## src/rtl/codec_clkgen_pkg.sv

```systemverilog
// Package: codec_clkgen_pkg
// Shared helpers for the codec clock generator.
// Assumes: counts passed in are at least 1.
package codec_clkgen_pkg;

    // Width needed to hold values 0..n-1, never below one bit.
    function automatic int unsigned cnt_width(input int unsigned n);
        int unsigned w;
        w = $clog2(n);
        return (w < 1) ? 1 : w;
    endfunction

endpackage

```

## src/rtl/clkgen_pd_ctrl.sv

```systemverilog
// Module: clkgen_pd_ctrl
// Decides when a power-down request actually takes effect. Entry is blocked
// until GUARD_CYC master edges have followed reset release. Once active, the
// power-down holds for as long as the request stays high. Also flags when the
// dividers are in a known phase (they have been held at zero since reset).
// Assumes: rst_n_i is synchronous to clk_i. Reset never clears pd_act_o,
// so reset on its own never disturbs the outputs.
module clkgen_pd_ctrl
    import codec_clkgen_pkg::*;
#(
    parameter int unsigned GUARD_CYC = 10
) (
    input  logic clk_i,
    input  logic rst_n_i,
    input  logic pd_i,
    output logic pd_act_o,
    output logic phase_known_o
);

    localparam int unsigned GW = cnt_width(GUARD_CYC + 1);
    localparam logic [GW-1:0] GUARD_END = GW'(GUARD_CYC);

    logic [GW-1:0] guard_q;
    logic          guard_done;
    logic          pd_act_q;
    logic          known_q;

    assign guard_done = (guard_q == GUARD_END);

    // Count master edges since reset release, saturating at the window end.
    always_ff @(posedge clk_i) begin
        if (!rst_n_i) begin
            guard_q <= '0;
        end else if (!guard_done) begin
            guard_q <= guard_q + 1'b1;
        end
    end

    // Enter power-down after the window; leave it as soon as the request drops.
    always_ff @(posedge clk_i) begin
        pd_act_q <= pd_i && (pd_act_q || guard_done);
    end

    // Record that the dividers have been forced to zero since the last reset.
    always_ff @(posedge clk_i) begin
        if (!rst_n_i) begin
            known_q <= 1'b0;
        end else if (pd_act_q) begin
            known_q <= 1'b1;
        end
    end

    assign pd_act_o      = pd_act_q;
    assign phase_known_o = known_q;

    AST_PD_GUARD_BLOCKS: assert property (@(posedge clk_i) disable iff (!rst_n_i)
        (!pd_act_q && !guard_done) |=> !pd_act_q);
    AST_PD_HELD: assert property (@(posedge clk_i) disable iff (!rst_n_i)
        (pd_act_q && pd_i) |=> pd_act_q);
    AST_PD_TAKES_EFFECT: assert property (@(posedge clk_i) disable iff (!rst_n_i)
        (pd_i && guard_done) |=> pd_act_q);

endmodule

```

## src/rtl/clkgen_bit_div.sv

```systemverilog
// Module: clkgen_bit_div
// Divides the master clock by DIV to form the bit clock. An odd DIV adds a
// falling-edge copy of the high term, which stretches the high phase by half
// a master period so that the duty cycle is within half a period of 50%.
// Also emits a one-cycle pulse on the master cycle before each bit-clock rise.
// Assumes: DIV >= 2. hold_i forces the count to zero. The count recovers from
// any out-of-range value.
module clkgen_bit_div
    import codec_clkgen_pkg::*;
#(
    parameter int unsigned DIV = 75
) (
    input  logic clk_i,
    input  logic rst_n_i,
    input  logic hold_i,
    input  logic chk_en_i,
    output logic bclk_o,
    output logic wrap_o
);

    localparam int unsigned CW       = cnt_width(DIV);
    localparam int unsigned HALF     = (DIV % 2 == 1) ? (DIV - 1) / 2 : DIV / 2;
    localparam logic [CW-1:0] LAST_C = CW'(DIV - 1);
    localparam logic [CW-1:0] HALF_C = CW'(HALF);

    logic [CW-1:0] cnt_q;
    logic          hi;

    // Master-cycle position within one bit-clock period.
    always_ff @(posedge clk_i) begin
        if (hold_i || cnt_q >= LAST_C) begin
            cnt_q <= '0;
        end else begin
            cnt_q <= cnt_q + 1'b1;
        end
    end

    assign hi     = (cnt_q < HALF_C);
    assign wrap_o = !hold_i && (cnt_q == LAST_C);

    generate
        if (DIV % 2 == 1) begin : g_odd
            logic lag_q;

            // Falling-edge copy of the high term, half a master period late.
            always_ff @(negedge clk_i) begin
                lag_q <= hi;
            end

            assign bclk_o = hi | lag_q;
        end else begin : g_even
            assign bclk_o = hi;
        end
    endgenerate

    AST_CNT_IN_RANGE: assert property (@(posedge clk_i) disable iff (!rst_n_i || !chk_en_i)
        cnt_q <= LAST_C);
    AST_WRAP_RESTARTS: assert property (@(posedge clk_i) disable iff (!rst_n_i || !chk_en_i)
        wrap_o |=> (cnt_q == '0));

endmodule

```

## src/rtl/clkgen_frame_div.sv

```systemverilog
// Module: clkgen_frame_div
// Counts bit-clock periods within a frame and raises the frame strobe for
// the whole first period of each frame.
// Assumes: tick_i pulses once per bit-clock period, on the master cycle that
// ends it. hold_i forces the frame back to its first period.
module clkgen_frame_div
    import codec_clkgen_pkg::*;
#(
    parameter int unsigned BITS = 32
) (
    input  logic clk_i,
    input  logic rst_n_i,
    input  logic hold_i,
    input  logic tick_i,
    input  logic chk_en_i,
    output logic fsync_o
);

    localparam int unsigned BW       = cnt_width(BITS);
    localparam logic [BW-1:0] LAST_C = BW'(BITS - 1);

    logic [BW-1:0] bit_q;

    // Bit-clock period index within the frame.
    always_ff @(posedge clk_i) begin
        if (hold_i) begin
            bit_q <= '0;
        end else if (tick_i) begin
            bit_q <= (bit_q >= LAST_C) ? '0 : bit_q + 1'b1;
        end
    end

    assign fsync_o = (bit_q == '0);

    AST_BIT_ONLY_ON_TICK: assert property (@(posedge clk_i) disable iff (!rst_n_i || !chk_en_i)
        (!tick_i && !hold_i) |=> $stable(bit_q));
    AST_BIT_IN_RANGE: assert property (@(posedge clk_i) disable iff (!rst_n_i || !chk_en_i)
        bit_q <= LAST_C);

endmodule

```

## src/rtl/codec_clkgen.sv

```systemverilog
// Module: codec_clkgen
// Top of the codec timing generator. Produces a bit clock and a frame strobe
// from the master clock, gates both low in power-down, and restarts both
// dividers from zero when power-down ends.
// Assumes: MCLK_HZ is a whole multiple of BCLK_HZ, and BCLK_HZ is a whole
// multiple of FRAME_HZ. Reset acts only on the power-down settle window.
module codec_clkgen
#(
    parameter int unsigned MCLK_HZ      = 19_200_000,
    parameter int unsigned BCLK_HZ      = 256_000,
    parameter int unsigned FRAME_HZ     = 8_000,
    parameter int unsigned PD_GUARD_CYC = 10
) (
    input  logic clk_i,
    input  logic rst_n_i,
    input  logic pd_i,
    output logic bclk_o,
    output logic fsync_o
);

    localparam int unsigned DIV  = MCLK_HZ / BCLK_HZ;
    localparam int unsigned BITS = BCLK_HZ / FRAME_HZ;

    logic pd_act;
    logic phase_known;
    logic bclk_raw;
    logic bit_wrap;
    logic fsync_raw;

    clkgen_pd_ctrl #(
        .GUARD_CYC (PD_GUARD_CYC)
    ) pd_ctrl_i (
        .clk_i         (clk_i),
        .rst_n_i       (rst_n_i),
        .pd_i          (pd_i),
        .pd_act_o      (pd_act),
        .phase_known_o (phase_known)
    );

    clkgen_bit_div #(
        .DIV (DIV)
    ) bit_div_i (
        .clk_i    (clk_i),
        .rst_n_i  (rst_n_i),
        .hold_i   (pd_act),
        .chk_en_i (phase_known),
        .bclk_o   (bclk_raw),
        .wrap_o   (bit_wrap)
    );

    clkgen_frame_div #(
        .BITS (BITS)
    ) frame_div_i (
        .clk_i    (clk_i),
        .rst_n_i  (rst_n_i),
        .hold_i   (pd_act),
        .tick_i   (bit_wrap),
        .chk_en_i (phase_known),
        .fsync_o  (fsync_raw)
    );

    // Power-down gating of both outputs.
    assign bclk_o  = bclk_raw  && !pd_act;
    assign fsync_o = fsync_raw && !pd_act;

    AST_PD_OUTPUTS_LOW: assert property (@(posedge clk_i) disable iff (!rst_n_i)
        pd_act |-> (!bclk_o && !fsync_o));
    AST_FSYNC_RISE_ALIGNED: assert property (@(posedge clk_i) disable iff (!rst_n_i || !phase_known)
        $rose(fsync_o) |-> $rose(bclk_o));
    AST_FSYNC_FALL_ALIGNED: assert property (@(posedge clk_i) disable iff (!rst_n_i || !phase_known)
        ($fell(fsync_o) && !pd_act) |-> $rose(bclk_o));
    AST_RESTART_ON_EXIT: assert property (@(posedge clk_i) disable iff (!rst_n_i)
        $fell(pd_act) |-> (bclk_o && fsync_o));

endmodule

```

## config.mk

```make
export PLATFORM = sky130hd
export DESIGN_NAME = codec_clkgen
export DESIGN_NICKNAME = d
export VERILOG_FILES = /design/src/rtl/codec_clkgen_pkg.sv /design/src/rtl/clkgen_pd_ctrl.sv /design/src/rtl/clkgen_bit_div.sv /design/src/rtl/clkgen_frame_div.sv /design/src/rtl/codec_clkgen.sv
export SDC_FILE = /design/constraint.sdc
export NUM_CORES = 1
export LEC_CHECK = 0
export ABC_AREA = 0
export BUFFER_PORTS_ARGS = -buffer_cell sky130_fd_sc_hd__clkbuf_2
export CAP_MARGIN = 20
export CORE_MARGIN = 2
export CORE_UTILIZATION = 35
export CTS_CLUSTER_SIZE = 30
export DETAILED_ROUTE_END_ITERATION = 12
export SLEW_MARGIN = 20
export SYNTH_ARGS = -nofsm -noshare
export SYNTH_HDL_FRONTEND = slang
export SYNTH_SLANG_ARGS = --single-unit
export TNS_END_PERCENT = 100
```

## constraint.sdc

```tcl
create_clock -name clk_i -period 3.9 [get_ports clk_i]
set_input_delay 0.585 -clock clk_i [delete_from_list [all_inputs] [get_ports clk_i]]
set_output_delay 0.585 -clock clk_i [all_outputs]
set_load 0.005 [all_outputs]
```

# Word-level counts from Yosys, hierarchy flattened
# Cells that the tools add are included.
dict set report word_totals {
  register_bits 18
  input_bits 3
  output_inout_bits 2
  wordCells 23
}
dict set report classes {
  addsub 3
  order_cmp 3
  eq_ne 2
  n_mux 1
  n_bitwise 1
  reduce_logical 8
}
# operator n
set ops {}
lappend ops {{$add A7 B1 Y7 const B} 1}
lappend ops {{$eq A7 B7 Y1 const B} 1}
lappend ops {{$ge A7 B7 Y1 const B} 1}
lappend ops {{$lt A7 B6 Y1 const B} 1}
lappend ops {{$add A5 B1 Y5 const B} 1}
lappend ops {{$ge A5 B5 Y1 const B} 1}
lappend ops {{$logic_not A5 Y1} 1}
lappend ops {{$mux W5} 1}
lappend ops {{$add A4 B1 Y4 const B} 1}
lappend ops {{$eq A4 B4 Y1 const B} 1}
lappend ops {{$logic_and A1 B1 Y1} 4}
lappend ops {{$logic_or A1 B1 Y1} 2}
lappend ops {{$logic_not A1 Y1} 1}
lappend ops {{$or A1 B1 Y1} 1}

# Logic depth before layout (Yosys ltp)
# Gate-level depths: netlist of the first run.
dict set report logic_depth {
  ltp_word 3
  mapped_depth 6
  ltp_nobuf 6
}

# Hierarchy
# From an unflattened synthesis of the first run, not the netlist that was laid out.
dict set report unflattened {
  hier_cells 100
  area_unflattened_um2 939.7
}
# mod n_inst cells_per_inst area_per_inst_um2 seq_area_each_um2
set modules_own_cells {}
lappend modules_own_cells {clkgen_bit_div 1 43 384.1 160.2}
lappend modules_own_cells {clkgen_frame_div 1 31 285.3 100.1}
lappend modules_own_cells {clkgen_pd_ctrl 1 24 257.7 120.1}
lappend modules_own_cells {codec_clkgen 1 2 12.5 0.0}

==> results.py, run 1 <==
metrics = {
    "run_status": {
        "outcome": "completed",
    },
    "routing": {
        "ant_nets": 0,
        "postRouteWirelength_mm": 1.67,
        "wl_met2_um": 788,
        "routedWlPerCell_um": 12.3,
        "drt_iter0_markers": 12,
        "wl_met1_um": 799,
        "highest_layer": "met4",
        "wl_met3_um": 50,
        "vias": 734,
        "firstDrtPassIters": 3,
        "drc_errors": 0,
        "viasPerCell": 5.40,
    },
    "sta": {
        "setup_tns_ps": 0,
        "maxSlewViolCount": 0,
        "rsz0062_at_grt": "false",
        "hold_violations": 0,
        "setup_viol": 0,
        "relSlewSlack": 0.663,
        "tightest_slew_ps": 504,
        "worst_slack_ps": 457,
        "skew_ps": 52.5,
    },
    "yosys": {
        "ys_warn_count": 0,
        "ys_seq_area_frac": 0.396,
        "syn_area_per_cell_sq_um": 9.19,
        "syn-num-nets": 109,
        "synthCells": 99,
        "ys_ff_latch": 18,
        "netlist_area_sq_um": 910,
        "synth.distinct_cells": 37,
    },
    "floorplan": {
        "pin_count": 5,
        "fp-row-count": 18,
        "fp.dieH_um": 55.0,
        "die-area_sq_um": 3020,
        "start_util": 0.367,
        "die_w_um": 55.0,
        "core_area_sq_um": 2480,
    },
    "cts": {
        "tritoncts": "done",
        "cts_buffers": 3,
        "clock_path_buffers": 2,
        "post_cts_resize_count": 0,
        "htreeDepth": 1,
        "holdBufCountCts": 0,
        "clkLatencyLatePin_ps": 340,
        "postCtsSetupBuffers": 0,
        "cts.sinks": 18,
        "clock-root-buffer": "clkbuf_4",
        "clk_pin_slew_ps": 110,
    },
    "critical_path": {
        "crit_chain": "nand2_1, o31ai_1, clkbuf_2",
        "slowest_stage": "dfxtp_1",
        "crit_arrival_ps": 2860,
        "cpPeakStageDelay_ps": 300,
        "worstSetupPathType": "flop to output pin",
        "cp_max_fo": 1,
        "path_buf_inv": 1,
        "end_kind": "output pin",
        "crit_path_start_kind": "flop",
        "critPathTopFamily": "flip-flops",
        "cp.required_ps": 3310,
    },
    "final_layout": {
        "seq_area_sq_um": 360,
        "multi_input_area_sq_um": 512,
        "layout.nets": 117,
        "fillers": 280,
        "syn2layout_area_growth_pct": 7.98,
        "diodes": 0,
        "drive_gt1_frac": 0.0849,
    },
    "pwr": {
        "p_leak_nw": 0.403,
        "p_per_area_nw_per_um2": 600,
        "peakVddDrop_mv": 0.390,
    },
    "place": {
        "place_ws_ps": 802,
        "port_buffers": 4,
        "place.gp.congestion": 0.761,
        "dpl.hpwl_mm": 1.21,
    },
    "run": {
        "cap_violations": 0,
    },
    "global_routing": {
        "grt_pass1_wl_mm": 2.60,
        "antenna_found_initial": 0,
        "grt_pass1_vias": 626,
        "grt_max_degree": 11,
        "grt-ovfl-total": 0,
        "track_usage": 0.128,
    },
    "hold_path": {
        "hp-class": "input port to flop",
    },
}
-- metal layers --
metal,up-vias,global-route usage
met2,5,0.212
met5,-,0
met4,0,0.0488
li1,380,-
met3,4,0.0565
met1,345,0.143
-- logic make-up after synthesis --
logic type	count (synthesis)	share of synthesized area
AO/OA/AOI/OAI	23	0.184
flip-flops	18	0.396
XOR/XNOR	5	0.0481
buffers and inverters	8	0.0413
AND/OR/NAND/NOR	38	0.234
adder cells (fa/ha/maj)	7	0.0963
-- worst paths after layout --
check                                      from                       endpoint  slack [ps]  depth (start not counted)
hold / removal                             pd_i     pd_ctrl_i.pd_act_o$_DFF_P_         500                          2
hold reg to reg   bit_div_i.cnt_q[0]$_SDFF_PP0_  bit_div_i.cnt_q[0]$_SDFF_PP0_         510                          1
setup / recovery  bit_div_i.g_odd.lag_q$_DFF_N_                         bclk_o         460                          3
setup reg to reg  bit_div_i.cnt_q[2]$_SDFF_PP0_  bit_div_i.g_odd.lag_q$_DFF_N_         980                          3
-- per-stage QoR --
stage	power (mW)	instances	util	cell area (sq um)	hold slack, ps
3_3_place_gp	0.490	132	0.386	956	492
5_1_grt	0.640	136	0.396	982	482
3_5_place_dp	0.498	132	0.386	956	507
6_report	0.589	136	0.396	982	503
4_1_cts	0.601	136	0.396	982	491
2_1_floorplan	0.457	99	-	910	469
-- worst register-to-register path, cell delays in order (launching register included) --
cell and delay, ps:
dfxtp_1 430, o21ai_0 130, a21boi_0 280, nor2_1 60
-- cell usage in the layout (no fill, tap or decap), types with 4 or more instances in the layout --
master	instances
dfxtp_1	18
xnor2_1	4
nor3_1	7
nor2_1	4
inv_1	7
nand3_1	5
nand2_1	6
ha_1	7
o21ai_0	4
clkbuf_2	4
-- layout make-up --
cell class,count,share of cell area
clock buffers,4,0.0268
clock inverters,1,0.00382
inverters,6,0.0229
multi-input cells,73,0.521
flip-flops and latches,18,0.367
well taps,30,0.0382
repair buffers,4,0.0204
-- Yosys cell counts (all sizes together) --
library cell,instances,area (sq um)
o31ai,1,7.51
o2111ai,1,8.76
nor2,4,15.0
nand3b,2,15.0
a31oi,2,12.5
dfxtp,18,360
or2,1,6.26
o21a,1,7.51
and4b,1,10.0
nand2b,1,6.26
a21boi,4,30.0
o211a,1,10.0
and2,2,12.5
nor4,1,6.26
and3,3,18.8
inv,7,26.3
nor3,7,35.0
xnor2,4,35.0
ha,7,87.6
o311ai,1,8.76
buf,1,11.3
a211oi,2,15.0
a21oi,2,10.0
nand2,6,22.5
o21ai,5,25.0
o32ai,1,8.76
or3,2,17.5
o211ai,1,7.51
nand4b,1,8.76
nand3,5,25.0
o41ai,1,16.3
xor2,1,8.76
nor3b,1,7.51
nand4,1,6.26
-- power by group --
group | switching, mW | total [mW] | leakage, nW | internal (mW)
Clock | 0.0609 | 0.102 | 0.0203 | 0.0412
Combinational | 0.0915 | 0.180 | 0.233 | 0.0889
Sequential | 0.0673 | 0.306 | 0.149 | 0.239
Total | 0.220 | 0.589 | 0.403 | 0.369
-- state kept, by name (all words and copies together), names as in the netlist --
| register | flops |
|---|---|
| frame_div_i.bit_q | 5 |
| bit_div_i.g_odd.lag_q | 1 |
| pd_ctrl_i.pd_act_o | 1 |
| bit_div_i.cnt_q | 7 |
| pd_ctrl_i.guard_q | 4 |
Power figures use the tool's default switching activity.
==> inputs of run 2 (changes only) <==
--- a/config.mk
+++ b/config.mk
@@ -7,9 +7,9 @@
 export LEC_CHECK = 0
 export ABC_AREA = 0
 export BUFFER_PORTS_ARGS = -buffer_cell sky130_fd_sc_hd__clkbuf_2
-export CAP_MARGIN = 20
+export CAP_MARGIN = 25
 export CORE_MARGIN = 2
-export CORE_UTILIZATION = 35
+export CORE_UTILIZATION = 39
 export CTS_CLUSTER_SIZE = 30
 export DETAILED_ROUTE_END_ITERATION = 12
 export SLEW_MARGIN = 20
==> run 2 against run 1 <==
Compared with the run above: sequential share of layout area fell by 0.28 points; power rose by 3.2%; clock power rose by 18%; combinational power barely moved; global-route usage rose by 0.64 points; sequential power barely moved; count of clock-buffer cells in the layout did not move; register-to-register slack improved by 60 ps; via count fell by 1.5%; sequential cell count did not move; non-clock buffer count did not move; cell area rose by 0.76%; critical path type unchanged; largest cell class unchanged; largest power group unchanged.
==> results.py, run 2 (synthesis results as in run 1) <==
metrics = {
    "final_layout": {
        "diodes": 0,
        "largest-register": "bit_div_i.cnt_q",
        "drive_gt1_frac": 0.0943,
        "most-common-layout-cells": "dfxtp_1 (18), inv_1 (7), nor3_1 (7), ha_1 (7), nand2_1 (6)",
        "final_common_cell": "dfxtp_1",
        "syn2layout_area_growth_pct": 8.80,
        "layout.nets": 117,
        "largest_reg_flops": 7,
        "fillers": 228,
        "reg.largest.list": "bit_div_i.cnt_q: 7 flops, frame_div_i.bit_q: 5 flops, pd_ctrl_i.guard_q: 4 flops",
    },
    "routing": {
        "drt_iter0_markers": 17,
        "vias": 723,
        "viasPerCell": 5.40,
        "routedWlPerCell_um": 11.9,
        "postRouteWirelength_mm": 1.60,
        "drc_errors": 0,
        "firstDrtPassIters": 4,
        "ant_nets": 0,
    },
    "global_routing": {
        "grt-ovfl-total": 0,
        "grt_pass1_wl_mm": 2.74,
        "antenna_found_initial": 0,
        "grt_pass1_vias": 661,
        "track_usage": 0.134,
        "grt_max_degree": 11,
    },
    "critical_path": {
        "cp.required_ps": 3310,
        "cp_max_fo": 1,
        "worstSetupPathType": "flop to output pin",
        "crit_arrival_ps": 2880,
        "end_kind": "output pin",
        "crit_path_start_kind": "flop",
    },
    "pwr": {
        "p_leak_nw": 0.409,
        "peakVddDrop_mv": 0.333,
        "total_power_uw": 608,
        "p_per_area_nw_per_um2": 614,
    },
    "cts": {
        "htreeDepth": 1,
        "tritoncts": "done",
        "clock_path_buffers": 2,
        "cts.sinks": 18,
        "clock-root-buffer": "clkbuf_4",
        "postCtsSetupBuffers": 0,
        "post_cts_resize_count": 0,
        "clk_pin_slew_ps": 100,
        "cts_buffers": 3,
        "clkLatencyLatePin_ps": 350,
        "holdBufCountCts": 0,
    },
    "sta": {
        "skew_ps": 57.3,
        "maxSlewViolCount": 0,
        "setup_viol": 0,
        "setup_tns_ps": 0,
        "hold_ws_ps": 516,
        "rsz0062_at_grt": "false",
        "hold_violations": 0,
        "tightest_slew_ps": 564,
        "relSlewSlack": 0.623,
    },
    "place": {
        "place.gp.congestion": 0.758,
        "port_buffers": 4,
        "dpl.hpwl_mm": 1.18,
    },
    "floorplan": {
        "die_w_um": 52.3,
        "core_area_sq_um": 2210,
        "pin_count": 5,
        "start_util": 0.411,
        "fp.dieH_um": 52.3,
        "fp-row-count": 17,
        "die-area_sq_um": 2730,
    },
    "run": {
        "cap_violations": 0,
    },
    "run_status": {
        "outcome": "completed",
    },
    "hold_path": {
        "hp-class": "flop to flop",
    },
}
run 2: cell counts in the layout (fill, tap and decap cells not counted):
Identical to the previous run, type by type.
run 2: layout make-up:
type / count / area (sq um) / area share
Inverter: 6 / 22.5 / 0.0228
Tap cell: 28 / 35.0 / 0.0354
Timing Repair Buffer: 4 / 20.0 / 0.0202
Sequential cell: 18 / 360 / 0.364
Clock buffer: 4 / 36.3 / 0.0367
Multi-Input combinational cell: 73 / 512 / 0.517
Clock inverter: 1 / 3.75 / 0.00379
run 2: path summary, 6_finish.rpt:
check / cells after the start / to / startpoint / slack, ps
worst min register to register: 2 / pd_ctrl_i.guard_q[2]$_SDFFE_PN0N_ / pd_ctrl_i.guard_q[2]$_SDFFE_PN0N_ / 520
worst min-delay path: 2 / pd_ctrl_i.guard_q[2]$_SDFFE_PN0N_ / pd_ctrl_i.guard_q[2]$_SDFFE_PN0N_ / 520
worst max register to register: 3 / bit_div_i.g_odd.lag_q$_DFF_N_ / bit_div_i.cnt_q[2]$_SDFF_PP0_ / 1040
worst max-delay path: 3 / bclk_o / bit_div_i.g_odd.lag_q$_DFF_N_ / 440
run 2: metrics by stage:
step | setup slack, ps | cell area, sq um | std cells | util
final | 439 | 990 | 134 | 0.447
after global placement | 818 | 953 | 130 | 0.431
after floorplan | 965 | 910 | 99 | -
after global routing | 395 | 990 | 134 | 0.447
after CTS | 429 | 990 | 134 | 0.447
after detailed placement | 798 | 953 | 130 | 0.431
run 2: power breakdown:
group / switching [mW] / total [mW] / internal [mW]
combinational: 0.0932 / 0.182 / 0.0891
sequential: 0.0667 / 0.306 / 0.239
clock: 0.0615 / 0.120 / 0.0582
total: 0.221 / 0.608 / 0.386
run 2: worst max-delay path, cell delays in order, from the launching register on:
cell and delay (ps):
dfxtp_1 290, nand2_1 50, o31ai_1 80, clkbuf_2 160
run 2: layer usage:
layer	part of all wire	GRT usage
met1	0.51	0.177
met2	0.45	0.208
met3	0.027	0.0343
met4	0.016	0.0513
met5	0	0
==> inputs of run 3 (changes only) <==
--- a/config.mk
+++ b/config.mk
@@ -12,6 +12,7 @@
 export CORE_UTILIZATION = 39
 export CTS_CLUSTER_SIZE = 30
 export DETAILED_ROUTE_END_ITERATION = 12
+export GPL_TIMING_DRIVEN = 0
 export SLEW_MARGIN = 20
 export SYNTH_ARGS = -nofsm -noshare
 export SYNTH_HDL_FRONTEND = slang
==> run 3 against run 2 <==
Compared with the run above: cell area up 1.1%; critical path depth unchanged; register-to-register slack worse by 40 ps; via count down 0.69%; critical path type unchanged; highest routed layer unchanged.
==> results.py, run 3 (synthesis results as in run 1) <==
metrics = {
    "run_status": {
        "outcome": "completed",
    },
    "critical_path": {
        "r2r_slack_ps": 1000,
        "rr_startpoint": "bit_div_i.cnt_q[2]$_SDFF_PP0_",
        "cp.required_ps": 3310,
        "crit_path_start_kind": "flop",
        "end_kind": "output pin",
        "worstSetupPathType": "flop to output pin",
        "cpPeakStageDelay_ps": 300,
        "crit_arrival_ps": 2870,
        "rr_endpoint": "bit_div_i.g_odd.lag_q$_DFF_N_",
        "r2r_cells": 3,
        "slowest_stage": "dfxtp_1",
        "cp_max_fo": 1,
        "crit_chain": "nand2_1, o31ai_1, clkbuf_2",
    },
    "final_layout": {
        "most-common-layout-cells": "dfxtp_1 (18), inv_1 (7), nor3_1 (7), ha_1 (7), nand2_1 (6)",
        "final_cells": 135,
        "drive_gt1_frac": 0.103,
        "syn2layout_area_growth_pct": 10.0,
        "diodes": 0,
        "multi_input_area_sq_um": 512,
        "post-route-util": 0.452,
        "reg.largest.list": "bit_div_i.cnt_q: 7 flops, frame_div_i.bit_q: 5 flops, pd_ctrl_i.guard_q: 4 flops",
        "fillers": 238,
        "layout.nets": 118,
        "largest_reg_flops": 7,
        "seq_area_sq_um": 360,
        "final_common_cell": "dfxtp_1",
        "largest-register": "bit_div_i.cnt_q",
    },
    "cts": {
        "htreeDepth": 1,
        "holdBufCountCts": 0,
        "postCtsSetupBuffers": 0,
        "post_cts_resize_count": 0,
        "clkLatencyLatePin_ps": 350,
        "clk_pin_slew_ps": 100,
        "tritoncts": "done",
        "clock-root-buffer": "clkbuf_4",
        "cts.sinks": 18,
        "cts_buffers": 3,
        "clock_path_buffers": 2,
    },
    "routing": {
        "drt_iter0_markers": 13,
        "ant_nets": 0,
        "viasPerCell": 5.32,
        "vias": 718,
        "postRouteWirelength_mm": 1.53,
        "routedWlPerCell_um": 11.3,
        "drc_errors": 0,
        "firstDrtPassIters": 4,
    },
    "pwr": {
        "p_per_area_nw_per_um2": 616,
        "p_leak_nw": 0.415,
        "peakVddDrop_mv": 0.301,
    },
    "floorplan": {
        "die-area_sq_um": 2730,
        "die_w_um": 52.3,
        "pin_count": 5,
        "start_util": 0.411,
        "fp-row-count": 17,
        "fp.dieH_um": 52.3,
        "core_area_sq_um": 2210,
    },
    "hold_path": {
        "holdPathStages": 2,
        "hold_path_end": "pd_ctrl_i.pd_act_o$_DFF_P_",
        "min-delay-start": "pd_i",
        "hp-class": "input port to flop",
    },
    "sta": {
        "worst_slack_ps": 447,
        "hold_violations": 0,
        "tightest_slew_ps": 529,
        "hold_ws_ps": 511,
        "rsz0062_at_grt": "false",
        "skew_ps": 56.0,
        "setup_viol": 0,
        "maxSlewViolCount": 0,
        "setup_tns_ps": 0,
        "relSlewSlack": 0.647,
    },
    "global_routing": {
        "gr-usage-met2": 0.215,
        "met1_usage": 0.181,
        "grt-ovfl-total": 0,
        "busiest_layer": "met2",
        "track_usage": 0.140,
        "grt_max_degree": 11,
        "antenna_found_initial": 0,
        "grtUsageMet3": 0.0314,
        "grt_pass1_wl_mm": 2.87,
        "grt_pass1_vias": 684,
    },
    "place": {
        "place_ws_ps": 808,
        "dpl.hpwl_mm": 1.12,
        "port_buffers": 4,
        "dp_cells": 131,
        "place.gp.congestion": 0.740,
    },
    "run": {
        "cap_violations": 0,
    },
}
==> run 3: changes by cell type in the layout (fill, tap and decap cells not counted), sizes merged <==
cell and change:
buf +1
==> run 3: power by group <==
group          total, mW  leakage, nW  internal, mW  switching, mW
logic              0.193        0.239        0.0998         0.0935
clock network      0.118       0.0263        0.0583         0.0598
registers          0.305        0.149         0.239         0.0662
total              0.617        0.415         0.397          0.219
==> run 3: per-layer routing <==
| metal | vias to the layer above | share of wire |
|---|---|---|
| li1 | 379 | - |
| met1 | 322 | 0.50 |
| met2 | 13 | 0.43 |
| met3 | 4 | 0.048 |
| met4 | 0 | 0.018 |
| met5 | - | 0 |
==> run 3: stage by stage <==
| step | power, mW | instance area (sq um) |
|---|---|---|
| after floorplan | 0.457 | 910 |
| after global routing | 0.674 | 1000 |
| after global placement | 0.501 | 965 |
| after CTS | 0.626 | 1000 |
| final | 0.617 | 1000 |
| after detailed placement | 0.507 | 965 |
==> run 3: how the worst max path moves through the flow <==
stage	from	to	slack, ps	cells after the start
3_3_place_gp	bit_div_i.g_odd.lag_q$_DFF_N_	bclk_o	790	3
6_report	bit_div_i.g_odd.lag_q$_DFF_N_	bclk_o	450	3
4_1_cts	bit_div_i.g_odd.lag_q$_DFF_N_	bclk_o	430	3
3_5_place_dp	bit_div_i.g_odd.lag_q$_DFF_N_	bclk_o	810	3
2_1_floorplan	bit_div_i.g_odd.lag_q$_DFF_N_	bclk_o	960	2
5_1_grt	bit_div_i.g_odd.lag_q$_DFF_N_	bclk_o	370	3
==> run 3: cell type report <==
cell class	instances	share of cell area
multi-input combinational	73	0.511
sequential	18	0.360
clock buffer	4	0.0363
tap	28	0.0350
inverter	6	0.0225
timing repair buffer	4	0.0200
buffer	1	0.0113
clock inverter	1	0.00375
==> run 3: critical path: cells and delay by family (launching register included) <==
kind | cells | cell delay (ps)
flops | 1 | 300
buf+inv | 1 | 160
compound gates | 1 | 70
simple gates | 1 | 50
